**src/rtl/kbd_pkg.sv**
```systemverilog
package kbd_pkg;
  localparam int KBD_ROWS = 8;
  localparam int KBD_COLS = 8;
  localparam int KBD_KEYS = KBD_ROWS * KBD_COLS;

  typedef logic [KBD_COLS-1:0] kbd_row_t;

  // populated key positions per row
  function automatic kbd_row_t row_mask(int row, bit rshift_en, bit ctrl_en);
    kbd_row_t m;
    case (row)
      3:       m = 8'h07;
      7:       m = 8'h01 | (rshift_en ? 8'h02 : 8'h00) | (ctrl_en ? 8'h10 : 8'h00);
      default: m = 8'hFF;
    endcase
    return m;
  endfunction
endpackage

```
**src/rtl/kbd_window_decode.sv**
```systemverilog
module kbd_window_decode #(
  parameter int              ADDR_W   = 16,
  parameter logic [ADDR_W-1:0] WIN_BASE = 16'h3800,
  parameter logic [ADDR_W-1:0] WIN_LAST = 16'h3BFF
) (
  input  logic [ADDR_W-1:0] addr_i,
  input  logic              rd_i,
  output logic              hit_o
);
  logic above_base, below_last;
  assign above_base = (addr_i >= WIN_BASE);
  assign below_last = (addr_i <= WIN_LAST);
  assign hit_o      = rd_i & above_base & below_last;
endmodule

```
**src/rtl/kbd_matrix_sample.sv**
```systemverilog
module kbd_matrix_sample import kbd_pkg::*; (
  input  logic                clk_i,
  input  logic                rst_ni,
  input  logic [KBD_KEYS-1:0] keys_i,
  output logic [KBD_KEYS-1:0] mat_o
);
  always_ff @(posedge clk_i or negedge rst_ni) begin
    if (!rst_ni) mat_o <= '0;
    else         mat_o <= keys_i;
  end
endmodule

```
**src/rtl/kbd_row_merge.sv**
```systemverilog
module kbd_row_merge import kbd_pkg::*; #(
  parameter bit RSHIFT_EN = 1'b1,
  parameter bit CTRL_EN   = 1'b1
) (
  input  logic [KBD_KEYS-1:0] mat_i,
  input  logic [KBD_ROWS-1:0] row_sel_i,
  output kbd_row_t            data_o
);
  kbd_row_t masked [KBD_ROWS];

  for (genvar r = 0; r < KBD_ROWS; r++) begin : g_row
    localparam kbd_row_t MASK = row_mask(r, RSHIFT_EN, CTRL_EN);
    assign masked[r] = mat_i[r*KBD_COLS +: KBD_COLS] & MASK & {KBD_COLS{row_sel_i[r]}};
  end

  always_comb begin
    data_o = '0;
    for (int r = 0; r < KBD_ROWS; r++) data_o |= masked[r];
  end
endmodule

```
**src/rtl/kbd_matrix_reader.sv**
```systemverilog
module kbd_matrix_reader import kbd_pkg::*; #(
  parameter int                ADDR_W    = 16,
  parameter logic [ADDR_W-1:0] WIN_BASE  = 16'h3800,
  parameter logic [ADDR_W-1:0] WIN_LAST  = 16'h3BFF,
  parameter bit                RSHIFT_EN = 1'b1,
  parameter bit                CTRL_EN   = 1'b1
) (
  input  logic                clk_i,
  input  logic                rst_ni,
  input  logic [ADDR_W-1:0]   addr_i,
  input  logic                rd_i,
  input  logic [KBD_KEYS-1:0] keys_i,
  output logic [KBD_COLS-1:0] data_o,
  output logic                sel_o
);
  logic [KBD_KEYS-1:0] mat_q;
  kbd_row_t            merged;

  kbd_window_decode #(.ADDR_W(ADDR_W), .WIN_BASE(WIN_BASE), .WIN_LAST(WIN_LAST)) u_dec (
    .addr_i(addr_i), .rd_i(rd_i), .hit_o(sel_o)
  );

  kbd_matrix_sample u_smp (
    .clk_i(clk_i), .rst_ni(rst_ni), .keys_i(keys_i), .mat_o(mat_q)
  );

  kbd_row_merge #(.RSHIFT_EN(RSHIFT_EN), .CTRL_EN(CTRL_EN)) u_mrg (
    .mat_i(mat_q), .row_sel_i(addr_i[KBD_ROWS-1:0]), .data_o(merged)
  );

  assign data_o = sel_o ? merged : '0;

  assert_sel_window_R1: assert property (@(posedge clk_i) disable iff (!rst_ni)
    sel_o |-> (rd_i && addr_i[15:10] == 6'b001110));
  assert_idle_zero_R2: assert property (@(posedge clk_i) disable iff (!rst_ni)
    !sel_o |-> data_o == '0);
  assert_zero_mask_R5: assert property (@(posedge clk_i) disable iff (!rst_ni)
    (sel_o && addr_i[7:0] == 8'h00) |-> data_o == '0);
  assert_row0_cover_R4: assert property (@(posedge clk_i) disable iff (!rst_ni)
    (sel_o && addr_i[0]) |-> ((data_o & mat_q[7:0]) == mat_q[7:0]));
  assert_unused_row3_R7: assert property (@(posedge clk_i) disable iff (!rst_ni)
    (sel_o && addr_i[7:0] == 8'h08) |-> data_o[7:3] == 5'b0);
  assert_unused_row7_R7: assert property (@(posedge clk_i) disable iff (!rst_ni)
    (sel_o && addr_i[7:0] == 8'h80) |-> (data_o & 8'hEC) == 8'h00);
endmodule

```
**config.mk**
```make
export PLATFORM = sky130hd
export DESIGN_NAME = kbd_matrix_reader
export DESIGN_NICKNAME = d
export VERILOG_FILES = /design/src/rtl/kbd_pkg.sv /design/src/rtl/kbd_window_decode.sv /design/src/rtl/kbd_matrix_sample.sv /design/src/rtl/kbd_row_merge.sv /design/src/rtl/kbd_matrix_reader.sv
export SDC_FILE = /design/constraint.sdc
export NUM_CORES = 1
export LEC_CHECK = 0
export CORE_MARGIN = 4
export CORE_UTILIZATION = 64
export CTS_CLUSTER_SIZE = 20
export DETAILED_ROUTE_END_ITERATION = 10
export DONT_BUFFER_PORTS = 1
export PLACE_DENSITY = 0.8
export SYNTH_ARGS = -nofsm -noshare
export SYNTH_HDL_FRONTEND = slang
export SYNTH_SLANG_ARGS = --single-unit
```
**constraint.sdc**
```tcl
create_clock -name clk_i -period 2.15 [get_ports clk_i]
set_input_delay 0.43 -clock clk_i [delete_from_list [all_inputs] [get_ports clk_i]]
set_output_delay 0.43 -clock clk_i [all_outputs]
set_load 0.05 [all_outputs]
```
==> impl_metrics.yaml <==
worst_setup_path:
  critical_path_peak_fanout: 1
  library_cell_contributing_the_largest_single_delay_on_the_critical_path: "dfrtp_1"
  cp-start-kind: "flip-flop"
  worst_path_largest_cell_delay_ns: 0.39
  critical_path.top_delay_family: "compound AO/OA/AOI/OAI gates"
  timing.critical_path.arrival_ns: 1.48
  critical_path_required_ns: 1.72
  worstPathCellList: "a22o_1 -> a221oi_2 -> a31oi_1 -> buf_4"
  worst_setup_ep_type: "primary output"
  category_of_the_critical_setup_timing_path: "flip-flop to primary output"
  cp.buffers_inverters: 1
sta:
  slew-limit-headroom_pct: 72.2
  fin_tns_setup_ns: 0
  final_critical_path_setup_slack_ns: 0.235
  final_min_period_over_clock_period_pct: 89.1
  total_of_endpoints_with_negative_setup_slack_in_the_final_report: 0
  worst_slew_pin_slew_ns: 0.417
  grt_setup_unrepaired: "false"
  hold_violations: 0
  final-max-slew-violation-count: 0
  fmax_mhz: 522
  final.min_clock_period_ns: 1.91
pwr:
  p_total_mw: 1.58
  seq_power_share_pct: 68.7
  power.share.combinational_pct: 4.2
  power.leakage_nw: 0.844
  vdd_drop_max_uv: 658
  part_of_the_total_power_dissipated_in_the_clock_network_pct: 27.1
  p_sw_mw: 0.320
  p_sw_share_pct: 20.3
  power_density_over_the_cells_mw_per_mm2: 850
  power_report.internal_total_mw: 1.26
floorplanning:
  fp.coreArea_sq_mm: 0.00250
  die-area_sq_mm: 0.00353
  fp.dieH_um: 59.4
  io_pins: 92
  std_cell_rows: 18
  initial_utilization_pct: 67.6
  die_w_um: 59.4
detailed_routing:
  initial_detailed_routing_violation_count: 50
  drt_pre_antenna_iters: 4
  met3WireLength_um: 366
  viasPerCell: 6.63
  vias: 921
  number_of_drc_violations_after_detailed_routing: 0
  drt-total-wl_mm: 3.35
  highest-signal-layer: "met4"
  wl_per_cell_um: 24.1
  drt.antenna.violating_nets: 0
  met2_wirelength_mm: 1.87
  met1Wirelength_mm: 1.09
cells_and_area:
  largest_register_ffs: 54
  fin_nets: 191
  largest-register: "u_smp.mat_o"
  stdcell_count: 139
  layout-area-overhead-vs-synth_pct: 9.70
  num_antenna_cells: 0
  reg.largest.list: "u_smp.mat_o x54"
  layout-drive-gt1-share_pct: 17.4
place:
  place_congestion: 0.754
  buffer_ports.inserted: 0
  numPlacedInstances: 129
  preCtsSetupSlack_ns: 0.344
  place_hpwl_mm: 2.38
global_routing:
  via_count_of_the_first_global_routing_pass: 1000
  grt_use_total_pct: 21.1
  grt_first_pass_wirelength_mm: 5.00
  antenna_found_initial: 0
  maximum_number_of_pins_on_one_net_before_global_route_repair: 55
  remaining_global_route_overflow: 0
synth:
  yosys.area_share.adder_pct: 0
  synth-warning-count: 0
  synthesis.instances: 97
  synthesis.nets: 180
  synth_top_family_by_area: "compound AO/OA/AOI/OAI gates"
  synth-simple-area-share_pct: 2.15
  seq_area_frac_synth_pct: 79.9
  syn_area_sq_mm: 0.00169
  synthXorXnorAreaFrac_pct: 0
  syn_avg_cell_area_sq_um: 17.4
  synth.lib_cells_used.distinct: 12
  synthMuxAreaShare_pct: 0
  synth-compound-area-share_pct: 15.8
  synth_seq_cells: 54
clock_tree:
  cts_h_tree_depth: 2
  tritoncts.num_buffers: 5
  clk_sink_count: 54
  max-clock-path-buffers: 2
  cts_setup_buffers: 0
  cell_chosen_for_the_clock_root: "clkbuf_4"
  tritoncts_clock_tree: "yes"
  post_cts.resized_instances: 0
  clock_pin_transition_on_the_worst_setup_and_hold_timing_paths_ns: 0.13
job:
  maxCapViolations: 0
min_path:
  min_path_type: "primary input to flip-flop"
outcome:
  run_status: "completed"
metal layers:
metal  GRT usage (%)  vias to the layer above
met5               0                        -
met4            6.80                        0
met3            11.1                        5
met2            37.3                       61
met1            21.0                      469
li1                -                      386
through the flow:
step	area [sq um]	hold slack (ns)	utilization (%)
detailed placement	1760	0.136	70.3
finish	1850	0.0898	74.2
floorplan	1690	0.134	-
global placement	1760	0.136	70.3
CTS	1850	0.0791	74.2
global route	1850	0.0429	74.2
cell usage after synthesis:
library cell	number	share of area (%)
buf_2	1	0.30
nand4b_4	1	1.4
dfrtp_1	54	80
a221oi_2	2	1.8
a22o_1	2	1.0
a22oi_1	20	8.9
clkbuf_1	4	0.89
buf_6	1	0.67
a31oi_1	8	3.0
and4bb_1	1	0.74
a222oi_1	2	1.2
inv_1	1	0.22
path summary, 6_finish.rpt:
path / start / endpoint / depth (start not counted) / slack [ns]
max: u_smp.mat_o[17] / data_o[1] / 4 / 0.24
min: keys_i[1] / u_smp.mat_o[1] / 0 / 0.09
max in group asynchronous: rst_ni / u_smp.mat_o[7] / 2 / 1.34
min in group asynchronous: rst_ni / u_smp.mat_o[54] / 2 / 0.59
power groups by stage:
stage	Sequential (mW)	Clock, mW	Combinational [mW]
CTS	1.08	0.443	0.0677
finish	1.08	0.428	0.0664
floorplan	1.10	0	0.0485
detailed placement	1.10	0	0.0414
global placement	1.10	0	0.0407
global route	1.09	0.487	0.0736
what timing repair did:
| action | 4_1_cts | 5_1_grt |
|---|---|---|
| hold buffers | 2 | 0 |
| setup endpoints to repair | 0 | 0 |
| endpoints found under the hold margin | 54 | 0 |
cell type report:
cell class	count	area, sq um
sequential	54	1350
fill	156	646
multi-input combinational	36	304
timing repair buffer	10	97.6
clock buffer	7	55.1
tap	30	37.5
clock inverter	1	5.00
inverter	1	3.75
cells by family after synthesis:
logic type	after synthesis
AO/OA/AOI/OAI	34
flip-flops	54
AND/OR/NAND/NOR	2
buffers and inverters	7
placed cells by master (no fill, tap or decap):
master          n
buf_16          1
a22o_1          2
a222oi_1        2
buf_4           8
a31oi_1         8
a221oi_2        2
and4bb_1        1
clkinv_2        1
clkbuf_4        5
clkbuf_1        1
dlygate4sd3_1   1
nand4b_4        1
a22oi_1        20
inv_1           1
clkbuf_8        1
dfrtp_1        54
Note: power is estimated with default switching activity, not from simulation.
